--- src/rtl/cts_irq_pkg.sv ---
package cts_irq_pkg;

  // Default depth of the synchronizer chains
  localparam int unsigned SYNC_DEPTH_DEF = 2;

  // Register write request for the clear control
  typedef struct packed {
    logic wr;
    logic data;
  } clr_req_t;

endpackage

--- src/rtl/cts_rst_sync.sv ---
module cts_rst_sync #(
  parameter int unsigned STAGES = 2
) (
  input  logic clk_i,
  input  logic rst_ni,
  output logic rst_sync_no
);

  logic [STAGES-1:0] chain_q;
  logic [STAGES-1:0] chain_d;

  always_comb begin
    chain_d = {chain_q[STAGES-2:0], 1'b1};
  end

  always_ff @(posedge clk_i or negedge rst_ni) begin
    if (!rst_ni) begin
      chain_q <= '0;
    end else begin
      chain_q <= chain_d;
    end
  end

  assign rst_sync_no = chain_q[STAGES-1];

endmodule

--- src/rtl/cts_sync.sv ---
module cts_sync #(
  parameter int unsigned STAGES = 2
) (
  input  logic clk_i,
  input  logic rst_ni,
  input  logic async_i,
  output logic sync_o
);

  logic [STAGES-1:0] stage_q;
  logic [STAGES-1:0] stage_d;

  always_comb begin
    stage_d[0] = async_i;
  end

  for (genvar g = 1; g < STAGES; g++) begin : g_stage
    always_comb begin
      stage_d[g] = stage_q[g-1];
    end
  end

  always_ff @(posedge clk_i or negedge rst_ni) begin
    if (!rst_ni) begin
      stage_q <= '0;
    end else begin
      stage_q <= stage_d;
    end
  end

  assign sync_o = stage_q[STAGES-1];

endmodule

--- src/rtl/cts_edge_det.sv ---
module cts_edge_det #(
  parameter int unsigned FILL = 3
) (
  input  logic clk_i,
  input  logic rst_ni,
  input  logic level_i,
  output logic armed_o,
  output logic edge_o
);

  localparam int unsigned CW = $clog2(FILL + 1);

  logic [CW-1:0] fill_q;
  logic [CW-1:0] fill_d;
  logic          fill_en;
  logic          hist_q;
  logic          hist_d;
  logic          armed;

  always_comb begin
    armed   = (fill_q == CW'(FILL));
    fill_en = ~armed;
    fill_d  = fill_q + CW'(1);
    hist_d  = level_i;
  end

  always_ff @(posedge clk_i or negedge rst_ni) begin
    if (!rst_ni) begin
      fill_q <= '0;
      hist_q <= 1'b0;
    end else begin
      if (fill_en) begin
        fill_q <= fill_d;
      end
      hist_q <= hist_d;
    end
  end

  // Until the sync chain and history have filled, the history only tracks the level
  assign armed_o = armed;
  assign edge_o  = armed & (level_i ^ hist_q);

endmodule

--- src/rtl/cts_irq_core.sv ---
module cts_irq_core
  import cts_irq_pkg::*;
(
  input  logic     clk_i,
  input  logic     rst_ni,
  input  logic     set_i,
  input  clr_req_t req_i,
  output logic     status_o,
  output logic     clr_bit_o
);

  logic status_q;
  logic status_d;
  logic status_en;
  logic clr_q;
  logic clr_d;
  logic clr_rise;

  always_comb begin
    clr_rise  = req_i.wr & req_i.data & ~clr_q;
    status_en = set_i | clr_rise;
    // set has priority over a simultaneous clear
    status_d  = set_i ? 1'b1 : 1'b0;
    if (req_i.wr) begin
      clr_d = req_i.data;
    end else if (!status_q) begin
      clr_d = 1'b0;
    end else begin
      clr_d = clr_q;
    end
  end

  always_ff @(posedge clk_i or negedge rst_ni) begin
    if (!rst_ni) begin
      status_q <= 1'b0;
      clr_q    <= 1'b0;
    end else begin
      if (status_en) begin
        status_q <= status_d;
      end
      clr_q <= clr_d;
    end
  end

  assign status_o  = status_q;
  assign clr_bit_o = clr_q;

endmodule

--- src/rtl/cts_irq_latch.sv ---
module cts_irq_latch
  import cts_irq_pkg::*;
#(
  parameter int unsigned SYNC_STAGES = SYNC_DEPTH_DEF,
  parameter int unsigned RST_STAGES  = SYNC_DEPTH_DEF
) (
  input  logic clk_i,
  input  logic rst_ni,
  input  logic cts_async_i,
  input  logic clr_wr_i,
  input  logic clr_wdata_i,
  input  logic mask_en_i,
  output logic clr_rdata_o,
  output logic irq_raw_o,
  output logic irq_o,
  output logic cts_sync_o
);

  localparam int unsigned FILL = SYNC_STAGES + 1;

  logic     rst_int_n;
  logic     cts_lvl;
  logic     armed;
  logic     cts_edge;
  logic     status;
  logic     clr_bit;
  clr_req_t clr_req;

  assign clr_req.wr   = clr_wr_i;
  assign clr_req.data = clr_wdata_i;

  cts_rst_sync #(.STAGES(RST_STAGES)) u_rst (
    .clk_i       (clk_i),
    .rst_ni      (rst_ni),
    .rst_sync_no (rst_int_n)
  );

  cts_sync #(.STAGES(SYNC_STAGES)) u_sync (
    .clk_i   (clk_i),
    .rst_ni  (rst_int_n),
    .async_i (cts_async_i),
    .sync_o  (cts_lvl)
  );

  cts_edge_det #(.FILL(FILL)) u_edge (
    .clk_i   (clk_i),
    .rst_ni  (rst_int_n),
    .level_i (cts_lvl),
    .armed_o (armed),
    .edge_o  (cts_edge)
  );

  cts_irq_core u_core (
    .clk_i     (clk_i),
    .rst_ni    (rst_int_n),
    .set_i     (cts_edge),
    .req_i     (clr_req),
    .status_o  (status),
    .clr_bit_o (clr_bit)
  );

  assign clr_rdata_o = 1'b0;
  assign irq_raw_o   = status;
  assign irq_o       = status & mask_en_i;
  assign cts_sync_o  = cts_lvl;

endmodule

--- config.mk ---
export PLATFORM = sky130hd
export DESIGN_NAME = cts_irq_latch
export DESIGN_NICKNAME = d
export VERILOG_FILES = /design/src/rtl/cts_irq_pkg.sv /design/src/rtl/cts_rst_sync.sv /design/src/rtl/cts_sync.sv /design/src/rtl/cts_edge_det.sv /design/src/rtl/cts_irq_core.sv /design/src/rtl/cts_irq_latch.sv
export SDC_FILE = /design/constraint.sdc
export NUM_CORES = 1
export LEC_CHECK = 0
export CORE_AREA = 5 5 42 44
export DETAILED_ROUTE_END_ITERATION = 8
export DIE_AREA = 0 0 47 49
export DONT_BUFFER_PORTS = 1
export GPL_ROUTABILITY_DRIVEN = 0
export SYNTH_ARGS = -nofsm -noshare
export SYNTH_HDL_FRONTEND = slang
export SYNTH_HIERARCHICAL = 1
export SYNTH_SLANG_ARGS = --single-unit
--- constraint.sdc ---
create_clock -name clk_i -period 1.2 [get_ports clk_i]
set_clock_uncertainty 0.2 [all_clocks]
set_input_delay 0.18 -clock clk_i [delete_from_list [all_inputs] [get_ports clk_i]]
set_output_delay 0.18 -clock clk_i [all_outputs]
set_load 0.005 [all_outputs]
==> results.txt <==
Residual DRC -> 0
Fin worst setup slack -> -0.0623 ns
Share of cells above drive strength 1 -> 36.8%
Synthesized area -> 337 µm²
Reg2reg start -> u_edge/fill_q[0]
Port-buffer cells -> 0
Pwr dens -> 1240 nW/µm²
Site Rows -> 14
Setup CP Type -> flip-flop to flip-flop
RSZ-0062 raised after global routing -> yes
Post-DP HPWL -> 434 µm
Share of the synthesized area in the top cell type -> 66.9%
R2R depth -> 2
CTS tree -> built
Pwr Total -> 0.000604 W
Die width -> 47 µm
Reg2reg setup slack -> -0.06 ns
Syn_area_per_cell -> 13.5 µm²
Placed insts -> 43
Critical path origin -> u_edge/fill_q[0]
Final Max Slew Viols -> 0
Die footprint -> 2300 µm²
Setup Total Neg Slack -> -0.110 ns
ANT cells -> 0
Worst-path clk slew -> 0.06 ns
Fmax -> 792 MHz
Routed len/inst -> 11.4 µm
Num ports -> 10
CTS Buf Count -> 3
Starting density of the core -> 24.0%
Clk_lat worst skew -> 0.25 ns
First-pass GRT wire length -> 986 µm
Fin Hold WS -> -0.0927 ns
Critical Path RT -> 1.14 ns
Busiest grt layer -> met2
Final setup violation count -> 3
DRT Wirelength -> 614 µm
Fin nets -> 47
Max-Cap Viols -> 0
Syn Inst Count -> 25
Static Leakage -> 0.215 nW
Worst reg2reg endpoint -> u_edge/fill_q[1]
Largest area contributor in the netlist -> dfrtp_1
Total number of vias -> 215
Worst Hold Class -> flip-flop to asynchronous set/reset pin
Final hold violation count -> 7
Congestion Overflow GR -> 0
Final period util -> 105%
Startpoint class of the critical path -> flip-flop
Violated checks -> negative hold slack, negative setup slack
CTS H-tree depth -> 1
Via density -> 3.98
Max Fanout on Critical Path -> 3
Global Route met1 Usage -> 5.23%
Maximum VDD drop -> 0.000820 V
Die Y -> 49 µm
Status -> complete, but fails checks
DRT iter0 DRCs -> 3
Critical Path Sink -> u_edge/fill_q[1]
Hold buffer count at cts -> 5
Antenna Nets Post-Route -> 0
Clk sink count -> 9
Clock tree buffer depth -> 2
Period minus WS final -> 1.26 ns
Sequential share of the synthesized area -> 66.9%
Yosys cell types -> 12
Largest net degree at the start of global routing -> 8
Yosys warns -> 6
Core area -> 1400 µm²
Synth-to-Final Area Change -> 45.0%
Post-synthesis register bit count -> 9
Post-layout util -> 34.8%
Final std cells w/o fill -> 54
Met3 Track Usage GR -> 5.54%
Crit path capture type -> flip-flop
Pre-antenna DRT Iters -> 2
All-Layer GR Usage -> 6.33%
Vias in the first global route -> 257
Ranking of synthesized cells by area -> dfrtp_1 (67%), ha_1 (7.4%), mux2_4 (4.5%), and2_1 (3.7%), xnor2_1 (2.6%)
Antenna violations before repair -> 0
Grt met2 use -> 10.2%
Dpl ws -> -0.0889 ns
Post-synthesis net count -> 33
Root Buffer -> clkbuf_4
Critical Path AT -> 1.20 ns
==> logic make-up after synthesis <==
group / count (synthesis) / synth area share [%]
XOR/XNOR: 2 / 5.21
buffers and inverters: 1 / 2.23
adder cells (fa/ha/maj): 2 / 7.43
other: 2 / 2.23
AND/OR/NAND/NOR: 6 / 8.18
AO/OA/AOI/OAI: 2 / 3.35
flip-flops: 9 / 66.9
multiplexers: 1 / 4.46
==> cell type report <==
class	count	area [µm²]
Sequential cell	9	225
Multi-Input combinational cell	15	121
Clock buffer	4	26.3
Timing Repair Buffer	10	95.1
Fill cell	142	913
Tap cell	16	20.0
==> metal layers <==
| metal | vias to the layer above | wire length [µm] |
|---|---|---|
| met5 | - | 0 |
| met1 | 104 | 212 |
| met2 | 11 | 328 |
| met4 | 0 | 0 |
| li1 | 100 | - |
| met3 | 0 | 72 |
==> worst min-delay path by stage <==
stage | startpoint | end | slack, ns | cells past startpoint
finish | u_rst/chain_q[1] | u_core/clr_bit_o | -0.09 | 0
global route | u_rst/chain_q[1] | u_core/clr_bit_o | -0.07 | 0
CTS | u_rst/chain_q[1] | u_edge/fill_q[1] | -0.09 | 0
detailed placement | rst_ni | u_rst/chain_q[0] | -0.32 | 0
global placement | rst_ni | u_rst/chain_q[0] | -0.32 | 0
floorplan | rst_ni | u_rst/chain_q[0] | -0.32 | 0
==> metrics by stage <==
step / hold slack, ns / cell area, µm²
floorplan: -0.316 / 337
global placement: -0.316 / 372
detailed placement: -0.316 / 372
CTS: -0.0865 / 460
global route: -0.0748 / 488
finish: -0.0927 / 488
==> report_power, final <==
group          switching, W  leakage (nW)  total (W)  internal (W)
Clock             0.0000916        0.0150   0.000219      0.000127
Sequential        0.0000157        0.0978   0.000335      0.000319
Combinational     0.0000190         0.102  0.0000499     0.0000308
==> synthesized netlist by cell type (all sizes together) <==
cell type and count:
xnor2 1, nor2 2, ha 2, conb 2
mux2 1, o21ai 1, dfrtp 9, xor2 1
nand2 2, and2 2, buf 1, a31oi 1
==> worst max-delay path, stage by stage, from the launching register on <==
cell and delay [ns]:
dfrtp_1 0.40, ha_2 0.28, mux2_4 0.27
==> layout by cell type (no fill, tap or decap) <==
cell type	instances
mux2_4	1
xor2_1	1
buf_6	2
clkbuf_1	1
dlygate4sd3_1	5
buf_4	3
dfrtp_1	9
conb_1	2
nor2_4	1
o21ai_1	1
and2_4	2
clkbuf_4	3
ha_2	2
nor2_1	1
a31oi_1	1
xnor2_1	1
nand2_1	2
==> sequential cells by signal, summed over array words and instances, names as in the netlist <==
signal,count
u_edge/hist_q,1
u_core/clr_bit_o,1
u_core/status_o,1
u_sync/stage_q,2
u_rst/chain_q,2
u_edge/fill_q,2
==> timing repair <==
item / CTS / global route
gates cloned: 0 / 0
endpoints found under the setup margin: 4 / 5
hold endpoints to repair: 12 / 7
setup buffers: 1 / 1
gates resized for setup: 2 / 6
pin swaps: 4 / 3
Note: power is estimated with default switching activity, not from simulation.
